File: config.mk
export PLATFORM = sky130hd
export DESIGN_NAME = bit_shift_unit
export DESIGN_NICKNAME = d
export VERILOG_FILES = /design/src/rtl/bsu_pkg.sv /design/src/rtl/bsu_bit_op.sv /design/src/rtl/bsu_shifter.sv /design/src/rtl/bit_shift_unit.sv
export SDC_FILE = /design/constraint.sdc
export NUM_CORES = 1
export LEC_CHECK = 0
export ABC_AREA = 1
export ABC_CLOCK_PERIOD_IN_PS = 1400
export BUFFER_PORTS_ARGS = -buffer_cell sky130_fd_sc_hd__buf_2
export CAP_MARGIN = 20
export CELL_PAD_IN_SITES_DETAIL_PLACEMENT = 0
export CELL_PAD_IN_SITES_GLOBAL_PLACEMENT = 1
export CORE_MARGIN = 2
export CORE_UTILIZATION = 40
export CTS_CLUSTER_DIAMETER = 40
export CTS_CLUSTER_SIZE = 25
export DETAILED_ROUTE_END_ITERATION = 8
export HOLD_SLACK_MARGIN = 0.05
export PLACE_DENSITY_LB_ADDON = 0.1
export SYNTH_ARGS = -nofsm -noshare
export SYNTH_HDL_FRONTEND = slang
export SYNTH_HIERARCHICAL = 1
export SYNTH_SLANG_ARGS = --single-unit
File: constraint.sdc
create_clock -name clk_i -period 1.4 [get_ports clk_i]
set_input_delay 0.14 -clock clk_i [delete_from_list [all_inputs] [get_ports clk_i]]
set_output_delay 0.14 -clock clk_i [all_outputs]
set_load 0.02 [all_outputs]
File: src/rtl/bsu_pkg.sv
package bsu_pkg;
  typedef enum logic [2:0] {
    OP_TST = 3'b000,
    OP_TGL = 3'b001,
    OP_SET = 3'b010,
    OP_CLR = 3'b011,
    OP_SHL = 3'b100,
    OP_SHR = 3'b101,
    OP_ROL = 3'b110,
    OP_ROR = 3'b111
  } bsu_op_e;

  typedef struct packed {
    logic n;
    logic z;
    logic c;
  } bsu_flags_t;
endpackage

File: src/rtl/bsu_bit_op.sv
module bsu_bit_op #(
  parameter int DATA_W = 16,
  localparam int CNT_W = $clog2(DATA_W)
) (
  input  logic [DATA_W-1:0] val_i,
  input  logic [CNT_W-1:0]  pos_i,
  input  logic [1:0]        kind_i,
  output logic [DATA_W-1:0] res_o,
  output logic              z_o
);
  logic [DATA_W-1:0] mask;

  assign mask = DATA_W'(1) << pos_i;
  assign z_o  = ~|(val_i & mask);

  always_comb begin
    unique case (kind_i)
      2'b00:   res_o = val_i;
      2'b01:   res_o = val_i ^ mask;
      2'b10:   res_o = val_i | mask;
      default: res_o = val_i & ~mask;
    endcase
  end
endmodule

File: src/rtl/bsu_shifter.sv
module bsu_shifter #(
  parameter int DATA_W = 16,
  localparam int CNT_W = $clog2(DATA_W)
) (
  input  logic [DATA_W-1:0] val_i,
  input  logic [CNT_W-1:0]  cnt_i,
  input  logic              left_i,
  input  logic              rot_i,
  output logic [DATA_W-1:0] res_o,
  output logic              c_o
);
  logic [DATA_W-1:0] stg [CNT_W+1];
  logic [CNT_W-1:0]  out_idx;

  assign stg[0] = val_i;

  for (genvar k = 0; k < CNT_W; k++) begin : g_stage
    localparam int S = 2 ** k;
    logic [DATA_W-1:0] s_in, sh_l, sh_r;
    assign s_in = stg[k];
    assign sh_l = rot_i ? {s_in[DATA_W-1-S:0], s_in[DATA_W-1:DATA_W-S]}
                        : {s_in[DATA_W-1-S:0], {S{1'b0}}};
    assign sh_r = rot_i ? {s_in[S-1:0], s_in[DATA_W-1:S]}
                        : {{S{1'b0}}, s_in[DATA_W-1:S]};
    assign stg[k+1] = cnt_i[k] ? (left_i ? sh_l : sh_r) : s_in;
  end

  assign res_o = stg[CNT_W];

  // last bit out: left -> val[W-n] (== -n mod W), right -> val[n-1]
  assign out_idx = left_i ? (~cnt_i + 1'b1) : (cnt_i - 1'b1);
  assign c_o     = (cnt_i != '0) && val_i[out_idx];
endmodule

File: src/rtl/bit_shift_unit.sv
module bit_shift_unit
  import bsu_pkg::*;
#(
  parameter int DATA_W = 16,
  localparam int CNT_W = $clog2(DATA_W)
) (
  input  logic              clk_i,
  input  logic              rst_ni,
  input  logic              start_i,
  input  logic [DATA_W-1:0] tgt_i,
  input  logic              dyn_i,
  input  logic [2:0]        op_i,
  input  logic [CNT_W-1:0]  ctl_i,
  input  logic [DATA_W-1:0] ctl_reg_i,
  output logic              valid_o,
  output logic [DATA_W-1:0] result_o,
  output logic              wr_en_o,
  output logic              flag_n_o,
  output logic              flag_z_o,
  output logic              flag_c_o
);
  bsu_op_e           op;
  logic [CNT_W-1:0]  cnt;
  logic [DATA_W-1:0] bit_res, shf_res, nxt_res;
  logic              bit_z, shf_c;
  bsu_flags_t        nxt_flg, flg_q;
  logic              unused_ctl_hi;

  assign op            = bsu_op_e'(op_i);
  assign cnt           = dyn_i ? ctl_reg_i[CNT_W-1:0] : ctl_i;
  assign unused_ctl_hi = ^ctl_reg_i[DATA_W-1:CNT_W];

  bsu_bit_op #(.DATA_W(DATA_W)) u_bit (
    .val_i (tgt_i),
    .pos_i (cnt),
    .kind_i(op_i[1:0]),
    .res_o (bit_res),
    .z_o   (bit_z)
  );

  bsu_shifter #(.DATA_W(DATA_W)) u_shf (
    .val_i (tgt_i),
    .cnt_i (cnt),
    .left_i(~op_i[0]),
    .rot_i (op_i[1]),
    .res_o (shf_res),
    .c_o   (shf_c)
  );

  always_comb begin
    if (op_i[2]) begin
      nxt_res   = shf_res;
      nxt_flg.c = shf_c;
      nxt_flg.z = (shf_res == '0);
    end else begin
      nxt_res   = bit_res;
      nxt_flg.c = 1'b0;
      nxt_flg.z = bit_z;
    end
    nxt_flg.n = nxt_res[DATA_W-1];
  end

  always_ff @(posedge clk_i or negedge rst_ni) begin
    if (!rst_ni) begin
      valid_o  <= 1'b0;
      wr_en_o  <= 1'b0;
      result_o <= '0;
      flg_q    <= '0;
    end else if (start_i) begin
      valid_o  <= 1'b1;
      wr_en_o  <= (op != OP_TST);
      result_o <= nxt_res;
      flg_q    <= nxt_flg;
    end else begin
      valid_o  <= 1'b0;
      wr_en_o  <= 1'b0;
    end
  end

  assign flag_n_o = flg_q.n;
  assign flag_z_o = flg_q.z;
  assign flag_c_o = flg_q.c;
endmodule

# == Word-level counts from Yosys, hierarchy flattened ==
# Index checks and enable logic that the tools add are counted.
# word_totals
regBits,21
latch_bits,0
ram_bits,0
romBits,0
in_bits,43
output_inout_bits,21
word_cells,50
n_memories,0
# op_classes
n_addsub,2
mul,0
div,0
n_lt_le_gt_ge,1
eq_ne,2
shifts,1
mux,25
bitwise,6
n_reduce_logical,7
# ops
op,count
16-bit two-way mux,13
16-bit case mux with 3 select lines,1
16-bit AND,2
16-bit zero test,1
16-bit NOT,1
16-bit OR,1
16-bit OR reduction,1
1-bit by 4-bit << shifter with 16-bit output (first input constant),1
16-bit bitwise XOR,1
4-bit two-way mux,3
8-bit two-way mux,1
4-bit by 5-bit less-than comparator with 1-bit output (second input constant),1
4-bit by 1-bit adder with 4-bit output (second input constant),1
1-bit binary-select mux with 4-bit select,1
1-bit two-way mux,4
2-bit two-way mux,2
4-bit NOT,1
4-bit nonzero test,1
4-bit by 1-bit subtractor with 4-bit output (second input constant),1
3-bit nonzero test,1
2-bit by 1-bit == test with 1-bit output (second input constant),1
2-bit == test (second input constant),1
2-bit zero test,1
1-bit logical AND,1
1-bit zero test,1

# == Logic depth before layout (Yosys ltp) ==
# Gate-level depths: netlist (run 1).
# depth
ltp_word,14
mapped_depth,19
depth_no_buf,18

# == By module ==
# The synthesis (run 1) kept the hierarchy.
# by_module_without_submodules
mod,n_inst,cells_each,area_each_um2,seq_area_each_um2
bsu_shifter,1,355,1722.9,0.0
bsu_bit_op,1,243,1517.7,0.0
bit_shift_unit,1,122,1041.0,500.5

# == Worst setup path after synthesis (run 1) ==
# OpenSTA, ideal clock, no wires.
# synth_timing
path_type,input to register
startpoint,input dyn_i
endpoint,register flg_q (netlist bit flag_c_o)
setup_ps,117
arrival_ps,1990
t_required_ps,1283
slack_ps,-708
stages,14
n_path_buf,2
path_cell_list,mux2_2 -> buf_2 -> clkinv_1 -> buf_2 -> ha_1 -> xor2_2 -> inv_1 -> o211ai_1 -> nand2_1 -> nand2_1 -> a21oi_1 -> nor2_1 -> nand3_1 -> nand2_1
# synth_between
elab_chain_cells,8
word_cells_on_any_way,10
# synth_rtl
item,line_no,source
from (decl),bit_shift_unit.sv:11,"input logic dyn_i,"
4-bit two-way mux (*),bit_shift_unit.sv:30,assign cnt = dyn_i ? ctl_reg_i[CNT_W-1:0] : ctl_i;
4-bit NOT,bsu_shifter.sv:31,assign out_idx = left_i ? (~cnt_i + 1'b1) : (cnt_i - 1'b1);
4-bit by 1-bit adder with 4-bit output,bsu_shifter.sv:31,
4-bit two-way mux,bsu_shifter.sv:31,
1-bit binary-select mux with 4-bit select,bsu_shifter.sv:32,assign c_o = (cnt_i != '0) && val_i[out_idx];
1-bit two-way mux (not written as such),bsu_shifter.sv:32,
1-bit logical AND (*),bsu_shifter.sv:32,
via shf_c,bit_shift_unit.sv:25,"logic bit_z, shf_c;"
2-bit two-way mux (*),bit_shift_unit.sv:51,if (op_i[2]) begin
to (signal assigned),bit_shift_unit.sv:73,flg_q <= nxt_flg;
to (decl),bit_shift_unit.sv:26,"bsu_flags_t nxt_flg, flg_q;"
# The timed path passes the listed nets; every way through them passes the cells marked *. The select of a mux whose other input is x is not followed.
# A chain may end at the register's enable or synchronous reset.

# == Worst setup path after layout (run 1) ==
# layout_timing
startpoint,input dyn_i
endpoint,register flg_q (netlist bit flag_z_o)
# layout_between
word_cells_on_any_way,20
# layout_rtl
item,line_no,source
4-bit two-way mux,bit_shift_unit.sv:30,
via cnt[0],bit_shift_unit.sv:23,logic [CNT_W-1:0] cnt;
1-bit by 4-bit << shifter with 16-bit output,bsu_bit_op.sv:13,assign mask = DATA_W'(1) << pos_i;
16-bit AND,bsu_bit_op.sv:14,assign z_o = ~|(val_i & mask);
16-bit OR reduction,bsu_bit_op.sv:14,
1-bit zero test,bsu_bit_op.sv:14,
via bit_z,bit_shift_unit.sv:25,
2-bit two-way mux,bit_shift_unit.sv:51,
# The timed path passes the listed nets, and every way through them passes these cells.

==> impl_metrics.sql, run 1 <==
INSERT INTO impl_metrics (metric_group, metric, value, unit) VALUES
('status', 'result_of_the_run', 'finished, violations left', ''),
('status', 'violations', 'setup timing', ''),
('pwr', 'ir_worst_vdd', '0.000872', 'V'),
('logic_synthesis', 'synth_area', '4280', 'um2'),
('cts', 'tritoncts.num_buffers', '3', ''),
('sta', 'max-slew-margin-rel', '65.9', '%'),
('sta', 'grt_setup_unrepaired', 'yes', ''),
('worst_setup_path', 'cpPeakStageDelay', '0.37', 'ns'),
('drt', 'detail_route.wl_per_cell', '16.3', 'um'),
('place', 'placedInstanceArea', '5170', 'um2'),
('min_path', 'holdCritStartpoint', 'start_i', ''),
('logic_synthesis', 'synth_seq_cells', '20', ''),
('logic_synthesis', 'synth-warning-count', '6', ''),
('drt', 'vias', '5224', ''),
('worst_setup_path', 'crit_path_max_fanout', '6', ''),
('sta', 'fin_worst_skew', '0', 'ns'),
('pwr', 'power_leakage', '0.00316', 'uW'),
('cts', 'clock_tree.buffer_depth', '2', ''),
('final_layout', 'seq_area', '500', 'um2'),
('floorplan', 'initial_utilization', '41.3', '%'),
('floorplan', 'rows', '37', ''),
('floorplan', 'dieArea', '11500', 'um2'),
('drt', 'route.detailed.drc', '0', ''),
('final_layout', 'diodes', '0', ''),
('logic_synthesis', 'syn-num-nets', '812', ''),
('drt', 'detail-route-antenna-nets', '0', ''),
('drt', 'via_per_inst', '5.34', ''),
('final_layout', 'area_growth_syn_to_fin', '40.5', '%'),
('cts', 'clockRootBuffer', 'sky130_fd_sc_hd__clkbuf_8', ''),
('sta', 'worst_slack', '-0.472', 'ns'),
('floorplan', 'die_x', '107', 'um'),
('worst_setup_path', 'startpoint_type', 'input port', ''),
('logic_synthesis', 'syn-mean-instance-area', '5.95', 'um2'),
('place', 'place_hpwl', '12200', 'um'),
('cts', 'tritoncts_clock_tree', 'built', ''),
('final_layout', 'final.fill_count', '1010', ''),
('global_route', 'grt-ovfl-total', '0', ''),
('worst_setup_path', 'timing.setup.critical_path_class', 'input port to flip-flop', ''),
('worst_setup_path', 'worstPathBufferInverterCount', '5', ''),
('worst_setup_path', 'worstPathRequired', '1.55', 'ns'),
('floorplan', 'floorplan.core_area', '10400', 'um2'),
('worst_setup_path', 'critical_path_arrival', '2.02', 'ns'),
('sta', 'fin_hold_ws', '0.191', 'ns'),
('global_route', 'maximum_number_of_pins_on_one_net_before_global_route_repair', '36', ''),
('drt', 'router_iterations_before_antenna_repair', '5', ''),
('drt', 'drt-initial-drc-count', '503', ''),
('sta', 'timing_worst_slew_pin_value', '0.511', 'ns'),
('logic_synthesis', 'yosysSeqAreaShare', '11.7', '%'),
('sta', 'maxSlewViolCount', '0', ''),
('cts', 'cts_num_sinks', '20', ''),
('final_layout', 'num-nets-final', '936', ''),
('final_layout', 'final_layout_size_suffix_gt1_share', '34.4', '%'),
('sta', 'finalCritPeriodShare', '134', '%'),
('cts', 'clk-insertion-delay-late', '0.26', 'ns'),
('place', 'port_buffers', '51', ''),
('sta', 'finalCriticalPeriod', '1.87', 'ns'),
('logic_synthesis', 'synthesis.instances', '720', ''),
('drt', 'detail_route.wirelength', '16000', 'um'),
('final_layout', 'stdcell_area', '6020', 'um2'),
('floorplan', 'io-pin-count', '64', ''),
('cts', 'clk_transition_reported_paths', '0.08', 'ns'),
('global_route', 'global_route.usage.total', '27.1', '%'),
('worst_setup_path', 'crit_family', 'simple AND/OR/NAND/NOR gates', ''),
('place', 'place.gp.congestion', '0.919', ''),
('sta', 'max_clock_freq', '0.534', 'GHz'),
('floorplan', 'die_height', '107', 'um'),
('global_route', 'grt_pass1_wl', '24600', 'um'),
('final_layout', 'multi_input_area', '3640', 'um2'),
('sta', 'hold_viol', '0', ''),
('worst_setup_path', 'reg2reg_from', 'flag_z_o', ''),
('worst_setup_path', 'critPathSlowestCell', 'sky130_fd_sc_hd__mux2_4', ''),
('sta', 'timing.final.setup_violations', '18', ''),
('logic_synthesis', 'yosysUniqueCellTypes', '36', ''),
('pwr', 'powerDensity', '629', 'nW/um2'),
('global_route', 'grt_pass1_vias', '4596', ''),
('worst_setup_path', 'type_of_destination_of_the_critical_path', 'flip-flop', ''),
('global_route', 'grt_antenna_before_repair', '0', ''),
('cts', 'h-tree-depth', '1', ''),
('worst_setup_path', 'launching_instance_or_port_of_the_critical_path', 'dyn_i', ''),
('worst_setup_path', 'path_cells', 'buf_6 -> mux2_4 -> buf_8 -> buf_6 -> nor2_4 -> nand3_2 -> inv_1 -> ha_1 -> nor2_1 -> and2_1 -> nand2_1 -> nor2_1 -> buf_4 -> a21oi_4 -> a21oi_2', ''),
('flow_run', 'drv.max_cap_violation_count', '0', ''),
('min_path', 'hold_class', 'input port to flip-flop', '');
[worst reg2reg max path, delay by kind of cell, from the launching register on]
| kind | cells | cell delay [ns] |
|---|---|---|
| DFF | 1 | 0.41 |
| AOI/OAI and AO/OA | 1 | 0.05 |
| and+or+nand+nor | 1 | 0.13 |
[layout make-up]
type / count / share of cell area, %
Timing Repair Buffer: 159 / 20.2
Clock buffer: 3 / 0.686
Sequential cell: 20 / 8.32
Clock inverter: 1 / 0.499
Tap cell: 136 / 2.83
Inverter: 93 / 6.86
Multi-Input combinational cell: 567 / 60.6
[per-layer routing]
layer / track usage (%) / wire (um) / share of wire, % / vias to the layer above
li1: - / - / - / 2588
met1: 40.0 / 7470 / 47 / 2412
met5: 0 / 0 / 0 / -
met3: 1.82 / 975 / 6.1 / 22
met4: 4.85 / 274 / 1.7 / 0
met2: 43.7 / 7240 / 45 / 202
[synthesized netlist by cell type]
master                     instances  area, um2
sky130_fd_sc_hd__nand2_1         212        796
sky130_fd_sc_hd__nand3_1         159        796
sky130_fd_sc_hd__inv_1            83        312
sky130_fd_sc_hd__ha_1             49        613
sky130_fd_sc_hd__nor2_1           43        161
sky130_fd_sc_hd__nand4_1          23        144
sky130_fd_sc_hd__o21ai_0          23        115
sky130_fd_sc_hd__dfrtp_1          20        500
sky130_fd_sc_hd__buf_2            18       90.1
sky130_fd_sc_hd__buf_6            11        124
sky130_fd_sc_hd__o211ai_1          9       67.6
sky130_fd_sc_hd__buf_4             8       60.1
sky130_fd_sc_hd__nand3_2           8       80.1
sky130_fd_sc_hd__nand3b_1          8       60.1
sky130_fd_sc_hd__o21ai_1           8       40.0
sky130_fd_sc_hd__inv_2             5       18.8
sky130_fd_sc_hd__mux2_2            4       45.0
sky130_fd_sc_hd__a21oi_1           3       15.0
sky130_fd_sc_hd__a21oi_2           2       17.5
sky130_fd_sc_hd__clkbuf_1          2       7.51
sky130_fd_sc_hd__clkinv_1          2       7.51
sky130_fd_sc_hd__inv_6             2       17.5
sky130_fd_sc_hd__nor2_2            2       12.5
sky130_fd_sc_hd__nor2_8            2       40.0
sky130_fd_sc_hd__xnor2_1           2       17.5
sky130_fd_sc_hd__xor2_1            2       17.5
sky130_fd_sc_hd__a21oi_4           1       16.3
sky130_fd_sc_hd__and2_0            1       6.26
sky130_fd_sc_hd__and2_1            1       6.26
sky130_fd_sc_hd__buf_8             1       15.0
sky130_fd_sc_hd__inv_4             1       6.26
sky130_fd_sc_hd__nand2_2           1       6.26
sky130_fd_sc_hd__nand2_4           1       11.3
sky130_fd_sc_hd__or2_2             1       6.26
sky130_fd_sc_hd__xnor2_2           1       16.3
sky130_fd_sc_hd__xor2_2            1       16.3
[layout by cell type (no fill, tap or decap), drive strengths merged, types with 3 or more instances in the layout]
cell / Yosys / routed
a21oi: 6 / 6
buf: 38 / 158
clkbuf: 2 / 3
clkinv: 2 / 3
dfrtp: 20 / 20
ha: 49 / 49
inv: 91 / 90
mux2: 4 / 4
nand2: 214 / 214
nand3: 167 / 167
nand3b: 8 / 8
nand4: 23 / 23
nor2: 47 / 47
o211ai: 9 / 9
o21ai: 31 / 31
xnor2: 3 / 3
xor2: 3 / 3
[sequential cells by signal (all words and copies together), names as in the netlist]
register  flops
flag_c_o      1
wr_en_o       1
result_o     16
valid_o       1
flag_z_o      1
[path summary, 6_finish.rpt]
path	end	cells after the start	slack, ns
hold reg to reg	result_o[14]	2	0.48
setup / recovery	flag_z_o	15	-0.47
min in group asynchronous	result_o[13]	2	0.35
max in group asynchronous	flag_c_o	2	0.73
hold / removal	valid_o	1	0.19
setup reg to reg	flag_z_o	2	0.71
[per-stage QoR]
stage / std cells / utilization [%] / power [uW] / setup TNS [ns] / setup WS, ns
after floorplan: 720 / - / 2070 / -4.21 / -0.400
after global placement: 950 / 49.9 / 2820 / -11.78 / -0.769
after detailed placement: 950 / 49.9 / 2850 / -12.40 / -0.828
after CTS: 966 / 54.4 / 3590 / -6.13 / -0.427
after global routing: 979 / 58.0 / 4060 / -8.25 / -0.600
final: 979 / 58.0 / 3790 / -6.64 / -0.472
[timing repair]
| item | CTS | global route |
|---|---|---|
| setup endpoints to repair | 18 | 18 |
| pin swaps | 27 | 36 |
| endpoints found under the hold margin | 20 | 0 |
| resized for setup | 65 | 74 |
| hold buffers | 1 | 0 |
| gates cloned | 1 | 0 |
| setup buffers | 10 | 13 |
[kinds of logic (layout without fill, tap and decap cells)]
| family | Yosys count | after routing | share of synthesized area [%] |
|---|---|---|---|
| simple gates | 462 | 462 | 49.6 |
| buf+inv | 133 | 256 | 15.4 |
| fa+ha+maj | 49 | 49 | 14.3 |
| compound gates | 46 | 46 | 6.34 |
| flops | 20 | 20 | 11.7 |
| xor+xnor | 6 | 6 | 1.58 |
| mux | 4 | 4 | 1.05 |
[report_power, final]
group	switching (uW)	internal (uW)	leakage [uW]
combinational	1490	1010	0.00288
clock	201	382	0.0000357
sequential	46.5	659	0.000244
(Power assumes the default switching activity.)
==> inputs of run 2 (changes only) <==
Settings changed: BUFFER_PORTS_ARGS -buffer_cell sky130_fd_sc_hd__buf_2 to -buffer_cell sky130_fd_sc_hd__clkbuf_2, SYNTH_HIERARCHICAL 1 to default.
==> impl_metrics.sql, run 2 <==
INSERT INTO impl_metrics (metric_group, metric, value, unit) VALUES
('status', 'result_of_the_run', 'finished, violations left', ''),
('status', 'violations', 'setup timing', ''),
('logic_synthesis', 'dominant_combinational_cell_family_by_area_after_synthesis', 'simple AND/OR/NAND/NOR gates', ''),
('global_route', 'grt_antenna_before_repair', '0', ''),
('final_layout', 'final_layout_size_suffix_gt1_share', '40.6', '%'),
('logic_synthesis', 'syn-num-nets', '739', ''),
('global_route', 'grt_pass1_wl', '25600', 'um'),
('cts', 'clk-insertion-delay-late', '0.26', 'ns'),
('floorplan', 'floorplan.core_area', '9280', 'um2'),
('sta', 'max-slew-margin-rel', '63.8', '%'),
('logic_synthesis', 'post_synthesis_compound_gate_area_fraction', '14.2', '%'),
('sta', 'hold_viol', '0', ''),
('sta', 'finalCritPeriodShare', '133', '%'),
('floorplan', 'rows', '35', ''),
('logic_synthesis', 'synth_area_leader_cell', 'sky130_fd_sc_hd__nand3_1', ''),
('drt', 'router_iterations_before_antenna_repair', '5', ''),
('sta', 'fin_worst_skew', '0', 'ns'),
('drt', 'via_per_inst', '5.51', ''),
('worst_setup_path', 'startpoint_type', 'input port', ''),
('drt', 'drt-initial-drc-count', '341', ''),
('cts', 'cts_num_sinks', '20', ''),
('global_route', 'maximum_number_of_pins_on_one_net_before_global_route_repair', '27', ''),
('drt', 'detail_route.wirelength', '16900', 'um'),
('pwr', 'netSwitchingFraction', '45.7', '%'),
('global_route', 'global_route.usage.total', '31.6', '%'),
('final_layout', 'layout.cells.most_common', 'sky130_fd_sc_hd__nand2_1', ''),
('worst_setup_path', 'reg2reg_from', 'result_o[15]', ''),
('final_layout', 'diodes', '0', ''),
('final_layout', 'mostFrequentLayoutCells', 'sky130_fd_sc_hd__nand2_1 (179), sky130_fd_sc_hd__buf_4 (140), sky130_fd_sc_hd__nand3_1 (135)', ''),
('drt', 'vias', '5215', ''),
('cts', 'tritoncts.num_buffers', '3', ''),
('worst_setup_path', 'cpPeakStageDelay', '0.28', 'ns'),
('final_layout', 'multi_input_area', '3510', 'um2'),
('place', 'place.gp.congestion', '0.974', ''),
('logic_synthesis', 'yosys-mux-area-fraction', '0', '%'),
('worst_setup_path', 'timing.setup.critical_path_class', 'input port to flip-flop', ''),
('pwr', 'p_seq_share', '18.9', '%'),
('worst_setup_path', 'critPathSlowestCell', 'sky130_fd_sc_hd__o311ai_1', ''),
('worst_setup_path', 'type_of_destination_of_the_critical_path', 'flip-flop', ''),
('logic_synthesis', 'synth.top_cell.area_share', '19.5', '%'),
('logic_synthesis', 'synth_adder_area_share', '16.3', '%'),
('pwr', 'share_clk_of_total_power', '15.7', '%'),
('min_path', 'hold_depth', '2', ''),
('global_route', 'grt_pass1_vias', '5004', ''),
('logic_synthesis', 'xor_and_xnor_area_share_after_synthesis', '1.11', '%'),
('sta', 'max_clock_freq', '0.536', 'GHz'),
('worst_setup_path', 'critical_path_arrival', '2.04', 'ns'),
('logic_synthesis', 'synthesis.instances', '646', ''),
('floorplan', 'io-pin-count', '64', ''),
('logic_synthesis', 'synth_async_sr_flop_share', '100', '%'),
('floorplan', 'die_x', '102', 'um'),
('drt', 'detail_route.wl_per_cell', '17.8', 'um'),
('final_layout', 'instances_no_fill', '946', ''),
('place', 'post-place-cells', '927', ''),
('place', 'pre_cts_slack', '-1.00', 'ns'),
('min_path', 'endpoint_worst_hold', 'valid_o', ''),
('worst_setup_path', 'worst_r2r_path_cells', '2', ''),
('worst_setup_path', 'launching_instance_or_port_of_the_critical_path', 'dyn_i', ''),
('final_layout', 'largest_register', 'result_o', ''),
('place', 'port_buffers', '51', ''),
('pwr', 'powerDensity', '628', 'nW/um2'),
('pwr', 'ir_worst_vdd', '0.000406', 'V'),
('cts', 'clock_tree.buffer_depth', '2', ''),
('pwr', 'power_leakage', '0.00299', 'uW'),
('floorplan', 'initial_utilization', '41.4', '%'),
('cts', 'tritoncts_clock_tree', 'built', ''),
('place', 'place_hpwl', '13100', 'um'),
('worst_setup_path', 'path_cells', 'clkbuf_16 -> nand2_2 -> o21ai_4 -> buf_12 -> nor2_4 -> ha_2 -> inv_2 -> nor2_4 -> inv_2 -> ha_1 -> o211ai_1 -> o211ai_1 -> o21ai_2 -> o311ai_1', ''),
('cts', 'h-tree-depth', '1', ''),
('final_layout', 'final.fill_count', '871', ''),
('floorplan', 'dieArea', '10400', 'um2'),
('logic_synthesis', 'yosysSeqAreaShare', '13.0', '%'),
('worst_setup_path', 'crit_path_max_fanout', '6', ''),
('final_layout', 'area_growth_syn_to_fin', '56.1', '%'),
('logic_synthesis', 'ys_top_cells_by_count', 'sky130_fd_sc_hd__nand2_1 (195), sky130_fd_sc_hd__nand3_1 (150), sky130_fd_sc_hd__ha_1 (50), sky130_fd_sc_hd__inv_1 (46), sky130_fd_sc_hd__nor2_1 (39)', ''),
('sta', 'fin_hold_ws', '0.228', 'ns'),
('final_layout', 'seq_area', '500', 'um2'),
('cts', 'clk_transition_reported_paths', '0.08', 'ns'),
('pwr', 'total_power', '3770', 'uW'),
('logic_synthesis', 'synth_area_leaders', 'sky130_fd_sc_hd__nand3_1 (20%), sky130_fd_sc_hd__nand2_1 (19%), sky130_fd_sc_hd__ha_1 (16%), sky130_fd_sc_hd__dfrtp_1 (13%), sky130_fd_sc_hd__inv_1 (4.5%)', ''),
('sta', 'worst_slack', '-0.466', 'ns'),
('global_route', 'grt-ovfl-total', '0', ''),
('worst_setup_path', 'r2r_setup_slack', '0.68', 'ns'),
('pwr', 'power.switching', '1720', 'uW'),
('logic_synthesis', 'synthSimpleGateAreaFrac', '45.4', '%'),
('logic_synthesis', 'synth_area', '3850', 'um2'),
('final_layout', 'num-nets-final', '911', ''),
('sta', 'maxSlewViolCount', '0', ''),
('sta', 'timing_worst_slew_pin_value', '0.542', 'ns'),
('pwr', 'internal-power', '2050', 'uW'),
('drt', 'detail-route-antenna-nets', '0', ''),
('logic_synthesis', 'synth_edf_count', '0', ''),
('logic_synthesis', 'synth_top_flop_cell', 'sky130_fd_sc_hd__dfrtp_1', ''),
('floorplan', 'die_height', '102', 'um'),
('final_layout', 'largest_register_ffs', '16', ''),
('drt', 'route.detailed.drc', '0', ''),
('min_path', 'holdCritStartpoint', 'start_i', ''),
('worst_setup_path', 'rr_endpoint', 'result_o[15]', ''),
('logic_synthesis', 'syn-mean-instance-area', '5.95', 'um2'),
('logic_synthesis', 'yosysUniqueCellTypes', '34', ''),
('sta', 'grt_setup_unrepaired', 'yes', ''),
('pwr', 'combinational_power_share', '65.3', '%'),
('worst_setup_path', 'worstPathRequired', '1.57', 'ns'),
('logic_synthesis', 'synth_seq_cells', '20', ''),
('logic_synthesis', 'dominant_cell_by_count_in_the_synthesized_netlist', 'sky130_fd_sc_hd__nand2_1', ''),
('sta', 'timing.final.setup_violations', '18', ''),
('sta', 'finalCriticalPeriod', '1.87', 'ns'),
('logic_synthesis', 'synth-warning-count', '0', ''),
('cts', 'clockRootBuffer', 'sky130_fd_sc_hd__clkbuf_8', ''),
('flow_run', 'drv.max_cap_violation_count', '0', ''),
('min_path', 'hold_class', 'input port to flip-flop', '');
[run 2: cell count changes in the layout (fill, tap and decap cells not counted), sizes merged, moves of 5 or more]
| cell | previous run | this run |
|---|---|---|
| o211ai | 9 | 18 |
| o311ai | 0 | 8 |
| clkbuf | 3 | 54 |
| nor2 | 47 | 39 |
| nand3 | 167 | 150 |
| buf | 158 | 153 |
| o221ai | 0 | 5 |
| nand4 | 23 | 1 |
| inv | 90 | 49 |
| nand3b | 8 | 2 |
| nand2 | 214 | 201 |
[run 2: through the flow]
| stage | setup TNS, ns | cell area [um2] | util, % |
|---|---|---|---|
| after floorplan | -7.39 | 4090 | - |
| after global placement | -14.81 | 5350 | 57.6 |
| after detailed placement | -16.04 | 5350 | 57.6 |
| after CTS | -6.42 | 5710 | 61.5 |
| after global routing | -8.69 | 6010 | 64.7 |
| final | -6.72 | 6010 | 64.7 |
[run 2: cells by family after synthesis]
logic type,count (synthesis)
AOI/OAI and AO/OA,84
xor gates and xnor gates,4
adders and majority gates,50
buffers and inverters,88
DFF,20
and+or+nand+nor,400
[run 2: timing repair]
item,CTS,global route
hold buffers,1,0
gates resized for setup,58,58
endpoints found under the setup margin,18,18
setup buffers,9,7
pin swaps,13,19
endpoints found under the hold margin,20,0
[run 2: critical path: cells and delay by family]
kind                     cells  cell delay, ns
AO/OA/AOI/OAI                5            0.69
adder cells (fa/ha/maj)      2            0.46
buffers and inverters        4            0.38
AND/OR/NAND/NOR              3            0.35
[run 2: how the worst max path moves through the flow]
stage | to
after floorplan | result_o[3]
after global placement | flag_z_o
after detailed placement | flag_z_o
after CTS | flag_z_o
after global routing | flag_z_o
final | result_o[8]
[run 2: per-layer routing]
layer	share of wire [%]	vias up	wire [um]	GRT usage (%)
met5	0	-	0	0
met4	4.1	0	697	12.9
met3	5.1	48	858	2.46
met2	48	197	8020	53.2
met1	43	2438	7290	41.7
li1	-	2532	-	-
[run 2: power groups by stage]
stage	sequential, uW	clock [uW]	combinational [uW]
finish	714	593	2460
global route	723	621	2670
CTS	714	587	2280
detailed placement	724	0	2150
global placement	719	0	2120
floorplan	826	0	1140
[run 2: cell type report]
| class | instances | area share (%) |
|---|---|---|
| Clock inverter | 1 | 0.500 |
| Tap cell | 129 | 2.69 |
| Inverter | 50 | 3.85 |
| Multi-Input combinational cell | 538 | 58.5 |
| Timing Repair Buffer | 205 | 25.5 |
| Sequential cell | 20 | 8.33 |
| Clock buffer | 3 | 0.688 |
==> inputs of run 3 (changes only) <==
Settings changed: ABC_AREA 1 to default, CORE_ASPECT_RATIO from default to 1.1.
==> impl_metrics.sql, run 3 <==
INSERT INTO impl_metrics (metric_group, metric, value, unit) VALUES
('sta', 'timing_worst_slew_pin_value', '0.528', 'ns'),
('sta', 'fin_worst_skew', '0', 'ns'),
('final_layout', 'final.fill_count', '883', ''),
('floorplan', 'rows', '40', ''),
('place', 'port_buffers', '51', ''),
('cts', 'clockRootBuffer', 'sky130_fd_sc_hd__clkbuf_16', ''),
('floorplan', 'dieArea', '12000', 'um2'),
('logic_synthesis', 'ys_top_cells_by_count', 'sky130_fd_sc_hd__nor2_1 (63), sky130_fd_sc_hd__nand2_1 (56), sky130_fd_sc_hd__a21oi_1 (50), sky130_fd_sc_hd__ha_1 (50), sky130_fd_sc_hd__inv_1 (44)', ''),
('worst_setup_path', 'worstPathRequired', '1.59', 'ns'),
('final_layout', 'largest_register', 'result_o', ''),
('worst_setup_path', 'crit_path_max_fanout', '5', ''),
('cts', 'clk-insertion-delay-late', '0.25', 'ns'),
('cts', 'cts_num_sinks', '20', ''),
('cts', 'clk_transition_reported_paths', '0.06', 'ns'),
('cts', 'clock_tree.buffer_depth', '2', ''),
('logic_synthesis', 'yosysUniqueCellTypes', '61', ''),
('worst_setup_path', 'startpoint_type', 'input port', ''),
('final_layout', 'final_layout_size_suffix_gt1_share', '57.8', '%'),
('worst_setup_path', 'timing.setup.critical_path_class', 'input port to flip-flop', ''),
('global_route', 'grt_antenna_before_repair', '0', ''),
('drt', 'route.detailed.drc', '0', ''),
('worst_setup_path', 'reg2reg_from', 'flag_z_o', ''),
('sta', 'max-slew-margin-rel', '64.8', '%'),
('logic_synthesis', 'dominant_cell_by_count_in_the_synthesized_netlist', 'sky130_fd_sc_hd__nor2_1', ''),
('sta', 'hold_viol', '0', ''),
('sta', 'grt_setup_unrepaired', 'yes', ''),
('drt', 'router_iterations_before_antenna_repair', '5', ''),
('global_route', 'grt_pass1_wl', '33000', 'um'),
('global_route', 'grt_pass1_vias', '5905', ''),
('drt', 'detail_route.wirelength', '21500', 'um'),
('pwr', 'ir_worst_vdd', '0.000832', 'V'),
('status', 'result_of_the_run', 'finished, violations left', ''),
('global_route', 'maximum_number_of_pins_on_one_net_before_global_route_repair', '34', ''),
('sta', 'maxSlewViolCount', '0', ''),
('logic_synthesis', 'synth-warning-count', '0', ''),
('min_path', 'holdCritStartpoint', 'start_i', ''),
('sta', 'finalCritPeriodShare', '178', '%'),
('final_layout', 'num-nets-final', '919', ''),
('sta', 'max_clock_freq', '0.401', 'GHz'),
('global_route', 'global_route.usage.total', '35.8', '%'),
('sta', 'setup_tns', '-14.19', 'ns'),
('min_path', 'hold_class', 'input port to flip-flop', ''),
('sta', 'finalCriticalPeriod', '2.49', 'ns'),
('status', 'violations', 'setup timing', ''),
('logic_synthesis', 'synthesis.instances', '584', ''),
('final_layout', 'layout.cells.most_common', 'sky130_fd_sc_hd__buf_4', ''),
('final_layout', 'multi_input_area', '4530', 'um2'),
('floorplan', 'floorplan.core_area', '10900', 'um2'),
('floorplan', 'die_x', '104', 'um'),
('logic_synthesis', 'synth_async_sr_flop_share', '100', '%'),
('place', 'place.gp.congestion', '1.07', ''),
('place', 'post-place-cells', '938', ''),
('final_layout', 'largest_register_ffs', '16', ''),
('drt', 'detail_route.wl_per_cell', '22.1', 'um'),
('logic_synthesis', 'synth_seq_cells', '20', ''),
('worst_setup_path', 'launching_instance_or_port_of_the_critical_path', 'dyn_i', ''),
('min_path', 'hold_depth', '3', ''),
('logic_synthesis', 'synth_top_flop_cell', 'sky130_fd_sc_hd__dfrtp_1', ''),
('cts', 'tritoncts.num_buffers', '3', ''),
('worst_setup_path', 'worst_r2r_path_cells', '2', ''),
('place', 'placedInstanceArea', '6410', 'um2'),
('pwr', 'powerDensity', '644', 'nW/um2'),
('drt', 'via_per_inst', '5.95', ''),
('final_layout', 'seq_area', '500', 'um2'),
('drt', 'drt-initial-drc-count', '415', ''),
('logic_synthesis', 'syn-num-nets', '677', ''),
('final_layout', 'mostFrequentLayoutCells', 'sky130_fd_sc_hd__buf_4 (195), sky130_fd_sc_hd__clkbuf_2 (49), sky130_fd_sc_hd__nor2_1 (45)', ''),
('worst_setup_path', 'type_of_destination_of_the_critical_path', 'flip-flop', ''),
('logic_synthesis', 'syn-mean-instance-area', '7.60', 'um2'),
('cts', 'tritoncts_clock_tree', 'built', ''),
('drt', 'vias', '5787', ''),
('final_layout', 'instances_no_fill', '972', ''),
('sta', 'fin_hold_ws', '0.337', 'ns'),
('final_layout', 'diodes', '0', ''),
('logic_synthesis', 'yosysSeqAreaShare', '11.3', '%'),
('logic_synthesis', 'synth_area_leaders', 'sky130_fd_sc_hd__ha_1 (14%), sky130_fd_sc_hd__dfrtp_1 (11%), sky130_fd_sc_hd__mux2i_1 (7.2%), sky130_fd_sc_hd__mux4_2 (6.1%), sky130_fd_sc_hd__a21oi_1 (5.6%)', ''),
('drt', 'detail-route-antenna-nets', '0', ''),
('final_layout', 'area_growth_syn_to_fin', '74.8', '%'),
('sta', 'worst_slack', '-1.09', 'ns'),
('logic_synthesis', 'synth.top_cell.area_share', '14.1', '%'),
('floorplan', 'die_height', '114', 'um'),
('floorplan', 'initial_utilization', '40.9', '%'),
('logic_synthesis', 'synth_area', '4440', 'um2'),
('global_route', 'grt-ovfl-total', '0', ''),
('final_layout', 'stdcell_area', '7760', 'um2'),
('sta', 'timing.final.setup_violations', '18', ''),
('logic_synthesis', 'synth_edf_count', '0', ''),
('cts', 'h-tree-depth', '1', ''),
('pwr', 'power_leakage', '0.00361', 'uW'),
('floorplan', 'io-pin-count', '64', ''),
('worst_setup_path', 'critical_path_arrival', '2.68', 'ns'),
('flow_run', 'drv.max_cap_violation_count', '0', ''),
('logic_synthesis', 'synth_area_leader_cell', 'sky130_fd_sc_hd__ha_1', ''),
('place', 'place_hpwl', '16500', 'um');
-- run 3: through the flow --
| step | power [uW] | setup WS [ns] | utilization (%) |
|---|---|---|---|
| 4_1_cts | 4680 | -0.983 | 67.4 |
| 6_report | 5000 | -1.09 | 71.5 |
| 3_5_place_dp | 3450 | -1.45 | 59.0 |
| 5_1_grt | 5220 | -1.13 | 71.5 |
| 2_1_floorplan | 2190 | -1.11 | - |
| 3_3_place_gp | 3420 | -1.40 | 59.0 |
-- run 3: critical path, stage by stage --
cell                        delay, ns
sky130_fd_sc_hd__clkbuf_16       0.13
sky130_fd_sc_hd__buf_8           0.13
sky130_fd_sc_hd__mux2i_4         0.32
sky130_fd_sc_hd__mux2i_1         0.28
sky130_fd_sc_hd__mux2i_1         0.12
sky130_fd_sc_hd__a2111oi_1       0.52
sky130_fd_sc_hd__buf_4           0.22
sky130_fd_sc_hd__o32ai_2         0.09
sky130_fd_sc_hd__or2_4           0.27
sky130_fd_sc_hd__a2111oi_4       0.31
sky130_fd_sc_hd__a21bo_1         0.14
-- run 3: cell type report --
class / count / area share (%)
clock buffer: 3 / 0.967
clock inverter: 1 / 0.387
inverter: 45 / 2.18
multi-input combinational: 468 / 58.3
sequential: 20 / 6.45
tap: 147 / 2.37
timing repair buffer: 288 / 29.3
-- run 3: cell families after synthesis --
family                     synth area share, %
AOI/OAI and AO/OA                         27.7
xor gates and xnor gates                 0.592
and+or+nand+nor                           16.1
adders and majority gates                 14.1
DFF                                       11.3
buffers and inverters                     9.72
muxes                                     20.5
-- run 3: worst paths after layout --
| kind | endpoint | slack [ns] |
|---|---|---|
| hold reg to reg | result_o[6] | 0.49 |
| min in group asynchronous | result_o[11] | 0.39 |
| hold / removal | valid_o | 0.34 |
| max in group asynchronous | result_o[0] | 0.69 |
| setup / recovery | flag_z_o | -1.09 |
| setup reg to reg | flag_z_o | 0.56 |
-- run 3: timing repair --
action                                  4_1_cts  5_1_grt
endpoints found under the hold margin        20        0
cloned                                        1        0
gates resized for setup                     139       66
endpoints found under the setup margin       18       18
pin swaps                                    31       49
setup buffers                                20       18
hold buffers                                  1        0
-- run 3: metal layers --
layer,routed length [um],track usage (%),vias up
li1,-,-,2624
met1,8730,44.6,2808
met2,10100,60.7,277
met3,1360,3.81,78
met4,1320,19.5,0
met5,0,0,-
-- run 3: power breakdown --
group	total, uW	switching [uW]	internal [uW]
Sequential	706	46.3	660
Clock	774	207	567
Combinational	3520	1850	1660
Total	5000	2110	2890
